<file path="src/rtl/phy_iw_pkg.sv">
package phy_iw_pkg;
  typedef enum logic [2:0] {
    ST_IDLE,
    ST_ADDR,
    ST_CAP,
    ST_COMMIT,
    ST_SW
  } seq_state_e;

  // data-register strobe positions decoded by the PHY
  localparam int BIT_RD_EN = 16;
  localparam int BIT_WR_EN = 17;
  localparam int BIT_CAP   = 18;
endpackage

</file>
<file path="src/rtl/phy_iw_step.sv">
module phy_iw_step #(
  parameter bit USE_ACK = 1'b1
) (
  input  logic req_i,
  input  logic ack_i,
  output logic step_done_o
);
  generate
    if (USE_ACK) begin : g_ack
      assign step_done_o = req_i & ack_i;
    end else begin : g_fixed
      logic unused_ack;
      assign unused_ack  = ack_i;
      assign step_done_o = req_i;
    end
  endgenerate
endmodule

</file>
<file path="src/rtl/phy_iw_ctrl.sv">
module phy_iw_ctrl
  import phy_iw_pkg::*;
(
  input  logic       clk_i,
  input  logic       rst_ni,
  input  logic       start_i,
  input  logic       sw_wr_i,
  input  logic       sw_hit_i,
  input  logic       step_done_i,
  output seq_state_e state_o,
  output logic       launch_o,
  output logic       sw_load_o,
  output logic       busy_o,
  output logic       done_o
);
  seq_state_e state_q;
  logic       done_q;

  assign launch_o  = (state_q == ST_IDLE) && start_i;
  assign sw_load_o = (state_q == ST_IDLE) && !start_i && sw_wr_i && sw_hit_i;

  always_ff @(posedge clk_i or negedge rst_ni) begin
    if (!rst_ni) begin
      state_q <= ST_IDLE;
      done_q  <= 1'b0;
    end else begin
      done_q <= 1'b0;
      unique case (state_q)
        ST_IDLE: begin
          if (launch_o)       state_q <= ST_ADDR;
          else if (sw_load_o) state_q <= ST_SW;
        end
        ST_ADDR:   if (step_done_i) state_q <= ST_CAP;
        ST_CAP:    if (step_done_i) state_q <= ST_COMMIT;
        ST_COMMIT: if (step_done_i) begin
          state_q <= ST_IDLE;
          done_q  <= 1'b1;
        end
        ST_SW:     if (step_done_i) state_q <= ST_IDLE;
        default:   state_q <= ST_IDLE;
      endcase
    end
  end

  assign state_o = state_q;
  assign busy_o  = (state_q != ST_IDLE);
  assign done_o  = done_q;

  AST_COMMIT_AFTER_CAP: assert property (@(posedge clk_i) disable iff (!rst_ni)
    (state_q == ST_COMMIT) |-> ($past(state_q) == ST_CAP || $past(state_q) == ST_COMMIT));
  AST_HOLD_UNTIL_STEP: assert property (@(posedge clk_i) disable iff (!rst_ni)
    (state_q != ST_IDLE && !step_done_i) |=> (state_q == $past(state_q)));
  AST_DONE_ONE_CYCLE: assert property (@(posedge clk_i) disable iff (!rst_ni)
    done_q |=> !done_q);
endmodule

</file>
<file path="src/rtl/phy_iw_fmt.sv">
module phy_iw_fmt
  import phy_iw_pkg::*;
#(
  parameter int AW       = 16,
  parameter int DW       = 16,
  parameter int BUS_W    = 32,
  parameter int OFF_W    = 3,
  parameter int ADDR_OFF = 0,
  parameter int DATA_OFF = 4
) (
  input  logic             clk_i,
  input  logic             rst_ni,
  input  seq_state_e       state_i,
  input  logic             launch_i,
  input  logic             sw_load_i,
  input  logic [AW-1:0]    addr_i,
  input  logic [DW-1:0]    data_i,
  input  logic [OFF_W-1:0] sw_off_i,
  input  logic [BUS_W-1:0] sw_wdata_i,
  output logic             sw_hit_o,
  output logic [OFF_W-1:0] off_o,
  output logic [BUS_W-1:0] wdata_o
);
  localparam logic [OFF_W-1:0] OFF_A = OFF_W'(ADDR_OFF);
  localparam logic [OFF_W-1:0] OFF_D = OFF_W'(DATA_OFF);

  logic             sw_is_data;
  logic [BUS_W-1:0] sw_word;
  logic [AW-1:0]    cmd_addr_q;
  logic [DW-1:0]    cmd_data_q;
  logic             sw_data_q;
  logic [BUS_W-1:0] sw_word_q;
  logic [BUS_W-1:0] addr_word;
  logic [BUS_W-1:0] data_word;
  logic             unused_sw_bits;

  assign sw_is_data     = (sw_off_i == OFF_D);
  assign sw_hit_o       = sw_is_data || (sw_off_i == OFF_A);
  assign unused_sw_bits = ^sw_wdata_i;

  // software word: read enable never passes
  always_comb begin
    sw_word = '0;
    if (sw_is_data) begin
      sw_word[DW-1:0]  = sw_wdata_i[DW-1:0];
      sw_word[BIT_WR_EN] = sw_wdata_i[BIT_WR_EN];
      sw_word[BIT_CAP]   = sw_wdata_i[BIT_CAP];
    end else begin
      sw_word[AW-1:0] = sw_wdata_i[AW-1:0];
    end
  end

  always_ff @(posedge clk_i or negedge rst_ni) begin
    if (!rst_ni) begin
      cmd_addr_q <= '0;
      cmd_data_q <= '0;
      sw_data_q  <= 1'b0;
      sw_word_q  <= '0;
    end else begin
      if (launch_i) begin
        cmd_addr_q <= addr_i;
        cmd_data_q <= data_i;
      end
      if (sw_load_i) begin
        sw_data_q <= sw_is_data;
        sw_word_q <= sw_word;
      end
    end
  end

  always_comb begin
    addr_word = '0;
    addr_word[AW-1:0] = cmd_addr_q;
    data_word = '0;
    data_word[DW-1:0] = cmd_data_q;
  end

  always_comb begin
    off_o   = '0;
    wdata_o = '0;
    unique case (state_i)
      ST_ADDR: begin
        off_o   = OFF_A;
        wdata_o = addr_word;
      end
      ST_CAP: begin
        off_o   = OFF_D;
        wdata_o = data_word;
        wdata_o[BIT_CAP] = 1'b1;
      end
      ST_COMMIT: begin
        off_o   = OFF_D;
        wdata_o = data_word;
        wdata_o[BIT_WR_EN] = 1'b1;
      end
      ST_SW: begin
        off_o   = sw_data_q ? OFF_D : OFF_A;
        wdata_o = sw_word_q;
      end
      default: ;
    endcase
  end

  AST_CMD_HELD: assert property (@(posedge clk_i) disable iff (!rst_ni)
    (state_i == ST_CAP || state_i == ST_COMMIT) |-> $stable(cmd_data_q));
endmodule

</file>
<file path="src/rtl/phy_ind_wr.sv">
module phy_ind_wr
  import phy_iw_pkg::*;
#(
  parameter int AW       = 16,
  parameter int DW       = 16,
  parameter int BUS_W    = 32,
  parameter int OFF_W    = 3,
  parameter int ADDR_OFF = 0,
  parameter int DATA_OFF = 4,
  parameter bit USE_ACK  = 1'b1
) (
  input  logic             clk_i,
  input  logic             rst_ni,
  input  logic             start_i,
  input  logic [AW-1:0]    addr_i,
  input  logic [DW-1:0]    data_i,
  output logic             busy_o,
  output logic             done_o,
  input  logic             sw_wr_i,
  input  logic [OFF_W-1:0] sw_off_i,
  input  logic [BUS_W-1:0] sw_wdata_i,
  output logic             phy_req_o,
  output logic [OFF_W-1:0] phy_off_o,
  output logic [BUS_W-1:0] phy_wdata_o,
  input  logic             phy_ack_i
);
  seq_state_e state;
  logic       launch, sw_load, sw_hit, step_done;

  phy_iw_ctrl u_ctrl (
    .clk_i      (clk_i),
    .rst_ni     (rst_ni),
    .start_i    (start_i),
    .sw_wr_i    (sw_wr_i),
    .sw_hit_i   (sw_hit),
    .step_done_i(step_done),
    .state_o    (state),
    .launch_o   (launch),
    .sw_load_o  (sw_load),
    .busy_o     (busy_o),
    .done_o     (done_o)
  );

  phy_iw_fmt #(
    .AW(AW), .DW(DW), .BUS_W(BUS_W), .OFF_W(OFF_W),
    .ADDR_OFF(ADDR_OFF), .DATA_OFF(DATA_OFF)
  ) u_fmt (
    .clk_i     (clk_i),
    .rst_ni    (rst_ni),
    .state_i   (state),
    .launch_i  (launch),
    .sw_load_i (sw_load),
    .addr_i    (addr_i),
    .data_i    (data_i),
    .sw_off_i  (sw_off_i),
    .sw_wdata_i(sw_wdata_i),
    .sw_hit_o  (sw_hit),
    .off_o     (phy_off_o),
    .wdata_o   (phy_wdata_o)
  );

  phy_iw_step #(.USE_ACK(USE_ACK)) u_step (
    .req_i      (phy_req_o),
    .ack_i      (phy_ack_i),
    .step_done_o(step_done)
  );

  assign phy_req_o = busy_o;

  AST_RD_EN_LOW: assert property (@(posedge clk_i) disable iff (!rst_ni)
    phy_req_o |-> !phy_wdata_o[BIT_RD_EN]);
  AST_DONE_NOT_BUSY: assert property (@(posedge clk_i) disable iff (!rst_ni)
    done_o |-> $fell(busy_o));

  generate
    if (USE_ACK) begin : g_hold_chk
      AST_REQ_HOLD: assert property (@(posedge clk_i) disable iff (!rst_ni)
        (phy_req_o && !phy_ack_i) |=>
          (phy_req_o && $stable(phy_off_o) && $stable(phy_wdata_o)));
    end else begin : g_fixed_chk
      AST_ONE_CYCLE_STEP: assert property (@(posedge clk_i) disable iff (!rst_ni)
        (phy_req_o && !$past(phy_req_o)) |=> (phy_off_o != $past(phy_off_o) || phy_wdata_o != $past(phy_wdata_o) || !phy_req_o));
    end
  endgenerate
endmodule

</file>
<file path="config.mk">
export PLATFORM = sky130hd
export DESIGN_NAME = phy_ind_wr
export DESIGN_NICKNAME = d
export VERILOG_FILES = /design/src/rtl/phy_iw_pkg.sv /design/src/rtl/phy_iw_step.sv /design/src/rtl/phy_iw_ctrl.sv /design/src/rtl/phy_iw_fmt.sv /design/src/rtl/phy_ind_wr.sv
export SDC_FILE = /design/constraint.sdc
export NUM_CORES = 1
export LEC_CHECK = 0
export ABC_AREA = 1
export BUFFER_PORTS_ARGS = -buffer_cell sky130_fd_sc_hd__buf_2
export CAP_MARGIN = 5
export CORE_MARGIN = 1.5
export CORE_UTILIZATION = 30
export DETAILED_ROUTE_END_ITERATION = 12
export PLACE_DENSITY = 0.57
export SLEW_MARGIN = 20
export SYNTH_ARGS = -nofsm -noshare
export SYNTH_HDL_FRONTEND = slang
export SYNTH_HIERARCHICAL = 1
export SYNTH_SLANG_ARGS = --single-unit
</file>
<file path="constraint.sdc">
create_clock -name clk_i -period 1.8 [get_ports clk_i]
set_input_delay 0 -clock clk_i [delete_from_list [all_inputs] [get_ports clk_i]]
set_output_delay 0 -clock clk_i [all_outputs]
set_load 0.005 [all_outputs]
</file>
==> flow_summary.yaml, run 1 <==
outcome:
  status: "completed"
synthesis:
  syn_inst: 353
  synth_enable_flop_cells: 0
  avgSynthCellArea_sq_um: 8.046
  synth_top_cells_by_count: "nand2_1, dfrtp_1, nand3_1, inv_1, o21ai_0"
  yosysWarnings: 6
  ys_seq_area_frac: 0.4846
  synth_area_leaders: "dfrtp_1, nand2_1, nand3_1"
  ys_types: 24
  syn_area_sq_um: 2840
  ys.flop_type: "dfrtp_1"
  yosys.area.top_type: "dfrtp_1"
  yosysMostFrequentCell: "nand2_1"
  synth-seq-cells: 55
  ys_async_sr_fraction: 1.000
  synth.top_cell.area_share: 0.4846
global_route:
  grt-ovfl-total: 0
  grt_max_degree: 65
  grt_pass1_wl_microns: 12420
  grt.total_usage: 0.1572
  antenna_found_initial: 0
  grt_pass1_vias: 2540
finish:
  postLayoutCellArea_sq_um: 3991
  drive_above_1_share: 0.2490
  syn_to_final_growth_pct: 40.53
  diodes: 0
  fin_nets: 557
power:
  power.density_nw_per_um2: 1293
  p_leak_uw: 0.002064
  irDropWorstVdd_mv: 0.4735
  power_uw: 5159
timing:
  fin_crit_sh: 0.9321
  setup_ws_ns: 0.1222
  period_needed_ns: 1.678
  whs_ns: 0.02249
  worst_pin_slew_ns: 0.6538
  worst_clock_skew_ns: 0.003920
  relSlewSlack: 0.5642
  final_hold_viol_count: 0
  drv_slew: 0
  setup_viol: 0
  fmax_ghz: 0.5960
clocking:
  clk_latency_ns: 0.30
  cts.htree.levels: 2
  cts.sinks: 55
  cts_tree: "yes"
  numCtsBuffers: 5
  cts_buffer_depth: 2
  root_buffer: "clkbuf_8"
  clkTransAtPathRegs_ns: 0.10
detailed_routing:
  vias: 2669
  detail-route-antenna-nets: 0
  wirelength_microns: 7525
  via_per_inst: 4.471
  firstDrtPassIters: 4
  drc: 0
  dr.first_iter.drc_count: 110
  post_drt_wl_per_cell_microns: 12.60
critical_path:
  cp.required_ns: 1.80
  end_kind: "output pin"
  crit_type: "flip-flop to output pin"
  critPathLaunchType: "flip-flop"
  worst-path-max-fanout: 18
  cp.arrival_ns: 1.68
floorplanning:
  dieArea_sq_um: 10060
  design.core.area_sq_um: 9196
  num_io_pins: 110
  rows: 35
  start_util: 0.3088
  die_h_microns: 100.3
  die_w_microns: 100.3
placement:
  placed_area_sq_um: 3284
  dpl_worst_slack_ns: 0.3195
  gp_congestion: 0.7921
  dp_hpwl_microns: 4948
  portBuffers: 79
min_path:
  hp-class: "input pin to flip-flop"
flow_run:
  cap_violations: 0
## what timing repair did
item,CTS,global route
hold buffers,54,0
buffers inserted,2,0
pin swaps,1,0
resized for setup,0,4
setup endpoints to repair,3,5
endpoints found under the hold margin,77,0
## report_power, final
| group | internal [uW] | leakage, uW | switching [uW] |
|---|---|---|---|
| logic | 922 | 0.00131 | 1260 |
| clock network | 458 | 0.0000618 | 411 |
| registers | 1770 | 0.000691 | 339 |
| total | 3150 | 0.00206 | 2010 |
## cell type report
cell class / count / area [sq um]
sequential: 55 / 1376
multi-input combinational: 237 / 1120
inverter: 41 / 158.9
fill: 941 / 5205
clock buffer: 6 / 82.58
tap: 111 / 138.9
clock inverter: 2 / 38.79
timing repair buffer: 145 / 1076
## metal layers
metal / share of wire / global-route usage
met1: 0.47 / 0.2113
met2: 0.47 / 0.2637
met3: 0.046 / 0.02994
met4: 0.0081 / 0.03467
met5: 0 / 0
## registers in the layout (all words and copies together) (netlist names)
name and cells:
u_fmt/sw_data_q 1, u_ctrl/done_o 1, u_fmt/cmd_data_q 16, u_fmt/cmd_addr_q 16, u_ctrl/state_o 3, u_fmt/sw_word_q 18
## worst max-delay path: stages (launching register included)
cell and delay [ns]:
dfrtp_1 0.51, nor2_4 0.47, nand3_1 0.14, nand3_1 0.13, buf_2 0.12
## placed cells by master, fill, tap and decap left out
cell / count
nor2_2: 2
dfrtp_1: 55
nor2_8: 1
clkinv_1: 1
conb_1: 16
clkbuf_8: 6
dlygate4sd3_1: 54
buf_2: 79
inv_1: 37
nand3_2: 4
nand2_2: 10
buf_12: 4
a21oi_1: 2
nand2_1: 105
inv_4: 2
bufinv_16: 1
inv_6: 1
o21ai_0: 34
nor2_1: 2
o21ai_1: 1
nand4_1: 19
nor4_1: 1
buf_4: 8
inv_2: 1
nor2_4: 2
nand3_1: 38
## final timing paths
path | from | to | slack [ns] | cells after the start
setup reg to reg | u_ctrl/state_o[1] | u_fmt/sw_word_q[15] | 0.29 | 7
setup / recovery | u_ctrl/state_o[1] | phy_wdata_o[15] | 0.12 | 4
max in group asynchronous | rst_ni | u_fmt/sw_word_q[15] | 0.95 | 3
hold reg to reg | u_fmt/sw_word_q[6] | u_fmt/sw_word_q[6] | 0.48 | 2
hold / removal | sw_wr_i | u_ctrl/state_o[2] | 0.02 | 3
min in group asynchronous | rst_ni | u_fmt/cmd_data_q[7] | 0.26 | 2
## kinds of logic after synthesis
| kind of cell | Yosys count | share of synthesized area |
|---|---|---|
| other | 1 | 0.001320 |
| buffers and inverters | 76 | 0.1445 |
| AND/OR/NAND/NOR | 184 | 0.3044 |
| AO/OA/AOI/OAI | 37 | 0.06520 |
| flip-flops | 55 | 0.4846 |
## per-stage QoR
stage / TNS, ns / utilization / cells
after floorplan: 0 / - / 368
after global placement: 0 / 0.3571 / 533
after detailed placement: 0 / 0.3571 / 533
after CTS: 0 / 0.4335 / 597
after global routing: -0.005785 / 0.4340 / 597
final: 0 / 0.4340 / 597
Note: power is estimated with default switching activity, not from simulation.
==> inputs of run 2 (changes only) <==
==> constraint.sdc (replaced) <==
create_clock -name clk_i -period 1.8 [get_ports clk_i]
set_input_delay 0.27 -clock clk_i [delete_from_list [all_inputs] [get_ports clk_i]]
set_output_delay 0.27 -clock clk_i [all_outputs]
set_load 0.005 [all_outputs]
==> run 2 against run 1 <==
Clock skew rose by 0.0070 ns. Cell area fell by 7.8%. Via count fell by 6.2%. Die area did not move. Sequential share of layout area rose by 2.9 points. Worst setup slack got worse by 0.070 ns. Flip-flop and latch count did not move. Fmax fell by 4.0%. Non-clock buffer count fell by 45. Total power rose by 3.4%. First-iteration DRC count fell by 7.3%. Critical endpoint is now phy_wdata_o[10]. Largest cell class unchanged.
==> flow_summary.yaml, run 2 (synthesis gave the netlist of run 1 again) <==
clocking:
  clk_latency_ns: 0.31
  cts.sinks: 55
  cts.htree.levels: 2
  numCtsBuffers: 5
  cts_tree: "yes"
  clkTransAtPathRegs_ns: 0.11
  root_buffer: "clkbuf_8"
  cts_buffer_depth: 2
power:
  power.density_nw_per_um2: 1449
  p_leak_uw: 0.001961
  irDropWorstVdd_mv: 0.4829
placement:
  gp_congestion: 0.7716
  portBuffers: 79
  place_inst: 538
  dp_hpwl_microns: 5019
critical_path:
  critPathLaunch: "u_ctrl/state_o[2]"
  worst-path-max-fanout: 15
  path_common_cell: "nand3_2"
  slowest_stage: "dfrtp_2"
  cp_num_buf_inv: 2
  critPathLaunchType: "flip-flop"
  path_cells: "buf_4 -> nand3_2 -> nand3_2 -> buf_2"
  cp.arrival_ns: 1.48
  worst_path_largest_cell_delay_ns: 0.54
  cp_top_family: "flip-flops"
  end_kind: "output pin"
  cp.required_ns: 1.53
  r2r_start: "u_ctrl/state_o[1]"
  crit_type: "flip-flop to output pin"
finish:
  fin_nets: 512
  reg.largest.list: "u_fmt/sw_word_q: 18 flops, u_fmt/cmd_addr_q: 16 flops, u_fmt/cmd_data_q: 16 flops"
  drive_above_1_share: 0.3628
  syn_to_final_growth_pct: 29.60
  top_register: "u_fmt/sw_word_q"
  final_cell_mix: "nand2_1, buf_2, dfrtp_1"
  largest_reg_flops: 18
  final_common_cell: "nand2_1"
  diodes: 0
  finalNonFillerCells: 552
detailed_routing:
  firstDrtPassIters: 4
  dr.first_iter.drc_count: 102
  via_per_inst: 4.534
  detail-route-antenna-nets: 0
  post_drt_wl_per_cell_microns: 13.46
  drc: 0
  vias: 2503
  wirelength_microns: 7430
floorplanning:
  die_w_microns: 100.3
  dieArea_sq_um: 10060
  num_io_pins: 110
  start_util: 0.3088
  die_h_microns: 100.3
  design.core.area_sq_um: 9196
  rows: 35
global_route:
  grt_max_degree: 56
  grt.total_usage: 0.1506
  grt-ovfl-total: 0
  antenna_found_initial: 0
  grt_pass1_wl_microns: 11840
  grt_pass1_vias: 2472
min_path:
  hold_start: "data_i[10]"
  hp-class: "input pin to flip-flop"
timing:
  fmax_ghz: 0.5722
  drv_slew: 0
  setup_tns_ns: 0
  fin_crit_sh: 0.9710
  final_hold_viol_count: 0
  worst_clock_skew_ns: 0.01091
  setup_viol: 0
  rsz0062_at_grt: "true"
  period_needed_ns: 1.748
flow_run:
  cap_violations: 0
outcome:
  status: "completed"
run 2: changes by cell type in the layout (fill, tap and decap cells not counted), moves of 3 or more:
cell           previous run  this run
buf_4                     8        12
buf_6                     0         3
dlygate4sd3_1            54         1
nand3_1                  38         8
nand3_2                   4        34
run 2: repair_timing:
item,in CTS,in global routing
setup buffers,3,1
pin swaps,1,17
hold buffers,1,0
gates cloned,0,1
setup endpoints to repair,17,12
gates resized for setup,2,36
hold endpoints to repair,55,0
run 2: path summary, 6_finish.rpt:
check / to / slack [ns] / cells after the start
hold reg to reg: u_fmt/sw_word_q[7] / 0.51 / 2
min in group asynchronous: u_fmt/sw_word_q[9] / 0.48 / 3
setup / recovery: phy_wdata_o[10] / 0.05 / 4
hold / removal: u_fmt/cmd_data_q[10] / 0.15 / 3
setup reg to reg: u_fmt/sw_word_q[14] / 0.17 / 9
max in group asynchronous: u_ctrl/state_o[2] / 1.04 / 3
run 2: layer usage:
layer | up-vias | share of wire | GRT usage
li1 | 1267 | - | -
met2 | 82 | 0.48 | 0.2507
met5 | - | 0 | 0
met1 | 1144 | 0.45 | 0.2045
met3 | 10 | 0.051 | 0.02994
met4 | 0 | 0.015 | 0.03034
run 2: worst register-to-register path, delay by kind of cell (launching register included):
family	cells	cell delay (ns)
buffers and inverters	5	0.70
flip-flops	1	0.43
AND/OR/NAND/NOR	4	0.42
run 2: power by group:
part / internal [uW] / total, uW / switching, uW
Combinational: 1090 / 2490 / 1390
Sequential: 1780 / 2130 / 358
Clock: 283 / 714 / 431
run 2: cell type report:
type                    instances  area [sq um]
fillers                       978          5515
clock inverters                 3         22.52
clock buffers                   5         68.82
repair buffers                100         644.4
well taps                     111         138.9
inverters                      41         158.9
flip-flops and latches         55          1378
multi-input cells             237          1270
run 2: metrics by stage:
| step | total power [uW] | hold slack, ns | util | area [sq um] | worst slack [ns] |
|---|---|---|---|---|---|
| finish | 5335 | 0.1546 | 0.4003 | 3681 | 0.05227 |
| floorplan | 3471 | -0.02559 | - | 2897 | 0.2437 |
| detailed placement | 4222 | 0.2972 | 0.3612 | 3322 | 0.2336 |
| global route | 5804 | 0.1555 | 0.4003 | 3681 | -0.03497 |
| global placement | 4175 | 0.2978 | 0.3612 | 3322 | 0.2481 |
| CTS | 5070 | 0.1481 | 0.3778 | 3475 | 0.01724 |
==> inputs of run 3 (changes only) <==
--- a/config.mk
+++ b/config.mk
@@ -5,13 +5,12 @@
 export SDC_FILE = /design/constraint.sdc
 export NUM_CORES = 1
 export LEC_CHECK = 0
-export ABC_AREA = 1
 export BUFFER_PORTS_ARGS = -buffer_cell sky130_fd_sc_hd__buf_2
 export CAP_MARGIN = 5
 export CORE_MARGIN = 1.5
 export CORE_UTILIZATION = 30
 export DETAILED_ROUTE_END_ITERATION = 12
-export PLACE_DENSITY = 0.57
+export PLACE_DENSITY = 0.56
 export SLEW_MARGIN = 20
 export SYNTH_ARGS = -nofsm -noshare
 export SYNTH_HDL_FRONTEND = slang
==> run 3 against run 2 <==
The flow now finishes with violations (negative setup slack). Hold slack gained 0.029 ns. Via count decreased by 13%. Clock skew is 0.0048 ns lower. Combinational power up 20%. Die area rose by 2.7%. Flip-flop and latch count unchanged. Total power up 10%. Highest routed layer unchanged.
==> flow_summary.yaml, run 3 <==
detailed_routing:
  detail-route-antenna-nets: 0
  drc: 0
  post_drt_wl_per_cell_microns: 15.31
  vias: 2167
  wirelength_microns: 7136
  dr.first_iter.drc_count: 74
  firstDrtPassIters: 4
  via_per_inst: 4.650
finish:
  largest_reg_flops: 18
  top_register: "u_fmt/sw_word_q"
  reg.largest.list: "u_fmt/sw_word_q: 18 flops, u_fmt/cmd_addr_q: 16 flops, u_fmt/cmd_data_q: 16 flops"
  postLayoutCellArea_sq_um: 3905
  utilization: 0.4186
  diodes: 0
  final_common_cell: "buf_2"
  syn_to_final_growth_pct: 33.78
  drive_above_1_share: 0.5668
  final_cell_mix: "buf_2, dfrtp_1, mux2_2"
  fin_nets: 408
timing:
  fin_crit_sh: 1.044
  whs_ns: 0.1833
  rsz0062_at_grt: "true"
  final_hold_viol_count: 0
  worst_clock_skew_ns: 0.006112
  setup_ws_ns: -0.07938
  fmax_ghz: 0.5321
  setup_viol: 33
  period_needed_ns: 1.879
  drv_slew: 0
  setup_tns_ns: -1.573
critical_path:
  cp.arrival_ns: 1.61
  worst-path-max-fanout: 5
  end_kind: "output pin"
  crit_type: "flip-flop to output pin"
  cp.required_ns: 1.53
  worst_path_largest_cell_delay_ns: 0.42
  cp_num_buf_inv: 3
  critPathLaunchType: "flip-flop"
  slowest_stage: "dfrtp_1"
  path_cells: "buf_12 -> or2_4 -> buf_6 -> o211ai_1 -> buf_2"
  cp_top_family: "buffers and inverters"
placement:
  gp_congestion: 0.7164
  portBuffers: 79
  dpl_worst_slack_ns: 0.08145
  placed_area_sq_um: 3508
  dp_hpwl_microns: 4615
synthesis:
  yosysWarnings: 6
  yosysMostFrequentCell: "dfrtp_1"
  yosys.area.top_type: "dfrtp_1"
  synth.top_cell.area_share: 0.4715
  ys.flop_type: "dfrtp_1"
  ys_types: 37
  synth_enable_flop_cells: 0
  ys_async_sr_fraction: 1.000
  avgSynthCellArea_sq_um: 12.37
  ys_seq_area_frac: 0.4715
  syn_area_sq_um: 2919
  synth_top_cells_by_count: "dfrtp_1, mux2_2, nand2_1, nand3b_1, buf_4"
  synth-seq-cells: 55
  synth_area_leaders: "dfrtp_1, mux2_2, nand4bb_1"
  syn_inst: 236
floorplanning:
  design.core.area_sq_um: 9328
  start_util: 0.3129
  dieArea_sq_um: 10330
  die_h_microns: 101.6
  rows: 35
  num_io_pins: 110
  die_w_microns: 101.6
outcome:
  violations: "negative setup slack"
  status: "finished, violations left"
clocking:
  clkTransAtPathRegs_ns: 0.11
  cts_buffer_depth: 2
  clk_latency_ns: 0.30
  root_buffer: "clkbuf_8"
  cts.sinks: 55
  numCtsBuffers: 5
  cts.htree.levels: 2
  cts_tree: "yes"
power:
  power.density_nw_per_um2: 1503
  irDropWorstVdd_mv: 0.6146
  p_leak_uw: 0.001779
global_route:
  grt.total_usage: 0.1328
  grt_pass1_wl_microns: 10760
  grt-ovfl-total: 0
  grt_max_degree: 56
  grt_pass1_vias: 2121
  antenna_found_initial: 0
min_path:
  hp-class: "input pin to flip-flop"
flow_run:
  cap_violations: 0
-- run 3: changes by cell type in the layout (fill, tap and decap cells not counted), moves of 7 or more --
cell,change
buf_6,+7
nand2_1,-86
nand3_1,-8
nand4_1,-19
nand3b_1,+18
mux2_2,+32
nand3_2,-34
mux2_4,+16
nand2_2,-10
nand4bb_1,+14
inv_1,-34
o21ai_0,-34
o211ai_2,+10
-- run 3: cells by family after synthesis --
kind of cell / Yosys count / share of synthesized area
multiplexers: 49 / 0.1886
AND/OR/NAND/NOR: 68 / 0.1727
flip-flops: 55 / 0.4715
AO/OA/AOI/OAI: 24 / 0.07930
buffers and inverters: 39 / 0.08658
other: 1 / 0.001285
-- run 3: layout make-up --
type                    count  area (sq um)
fillers                   898          5423
multi-input cells         157          1453
flip-flops and latches     55          1376
repair buffers            114         815.8
well taps                 129         161.4
clock buffers               5         68.82
clock inverters             3         18.77
inverters                   3         11.26
-- run 3: worst paths after layout --
check | cells past startpoint | to | startpoint | slack [ns]
worst max register to register | 6 | u_fmt/sw_word_q[3] | u_ctrl/state_o[0] | -0.06
worst min register to register | 1 | u_fmt/cmd_addr_q[12] | u_fmt/cmd_addr_q[12] | 0.51
worst min-delay path | 2 | u_fmt/sw_word_q[7] | sw_wdata_i[7] | 0.18
worst max-delay path | 5 | phy_wdata_o[0] | u_ctrl/state_o[0] | -0.08
min in group asynchronous | 3 | u_ctrl/state_o[2] | rst_ni | 0.47
max in group asynchronous | 3 | u_fmt/sw_word_q[5] | rst_ni | 1.05
-- run 3: worst register-to-register path, cell delays in order, from the launching register on --
cell and delay [ns]:
dfrtp_1 0.42, buf_4 0.14, or3_4 0.40, nor3_4 0.21, buf_12 0.15, buf_12 0.13, mux2_4 0.30
-- run 3: repair_timing --
item                                    CTS  global route
gates cloned                              0             3
hold buffers                              1             0
pin swaps                                17             6
buffers inserted                          9             2
endpoints found under the setup margin   17            70
hold endpoints to repair                 55             0
gates resized for setup                  21            16
-- run 3: metrics by stage --
stage | power, uW | instances
2_1_floorplan | 3860 | 251
3_3_place_gp | 4657 | 443
3_5_place_dp | 4728 | 443
4_1_cts | 5791 | 461
5_1_grt | 6311 | 466
6_report | 5868 | 466
-- run 3: per-layer routing --
metal | wire, microns | track usage | up-vias
met4 | 19 | 0.02564 | 0
met3 | 273 | 0.02622 | 2
met1 | 3432 | 0.1817 | 1090
met2 | 3411 | 0.2195 | 54
li1 | - | - | 1021
met5 | 0 | 0 | -
-- run 3: power by group --
part | internal, uW | switching (uW)
Sequential | 1850 | 326
Clock | 276 | 420
Combinational | 1790 | 1210
Total | 3910 | 1960
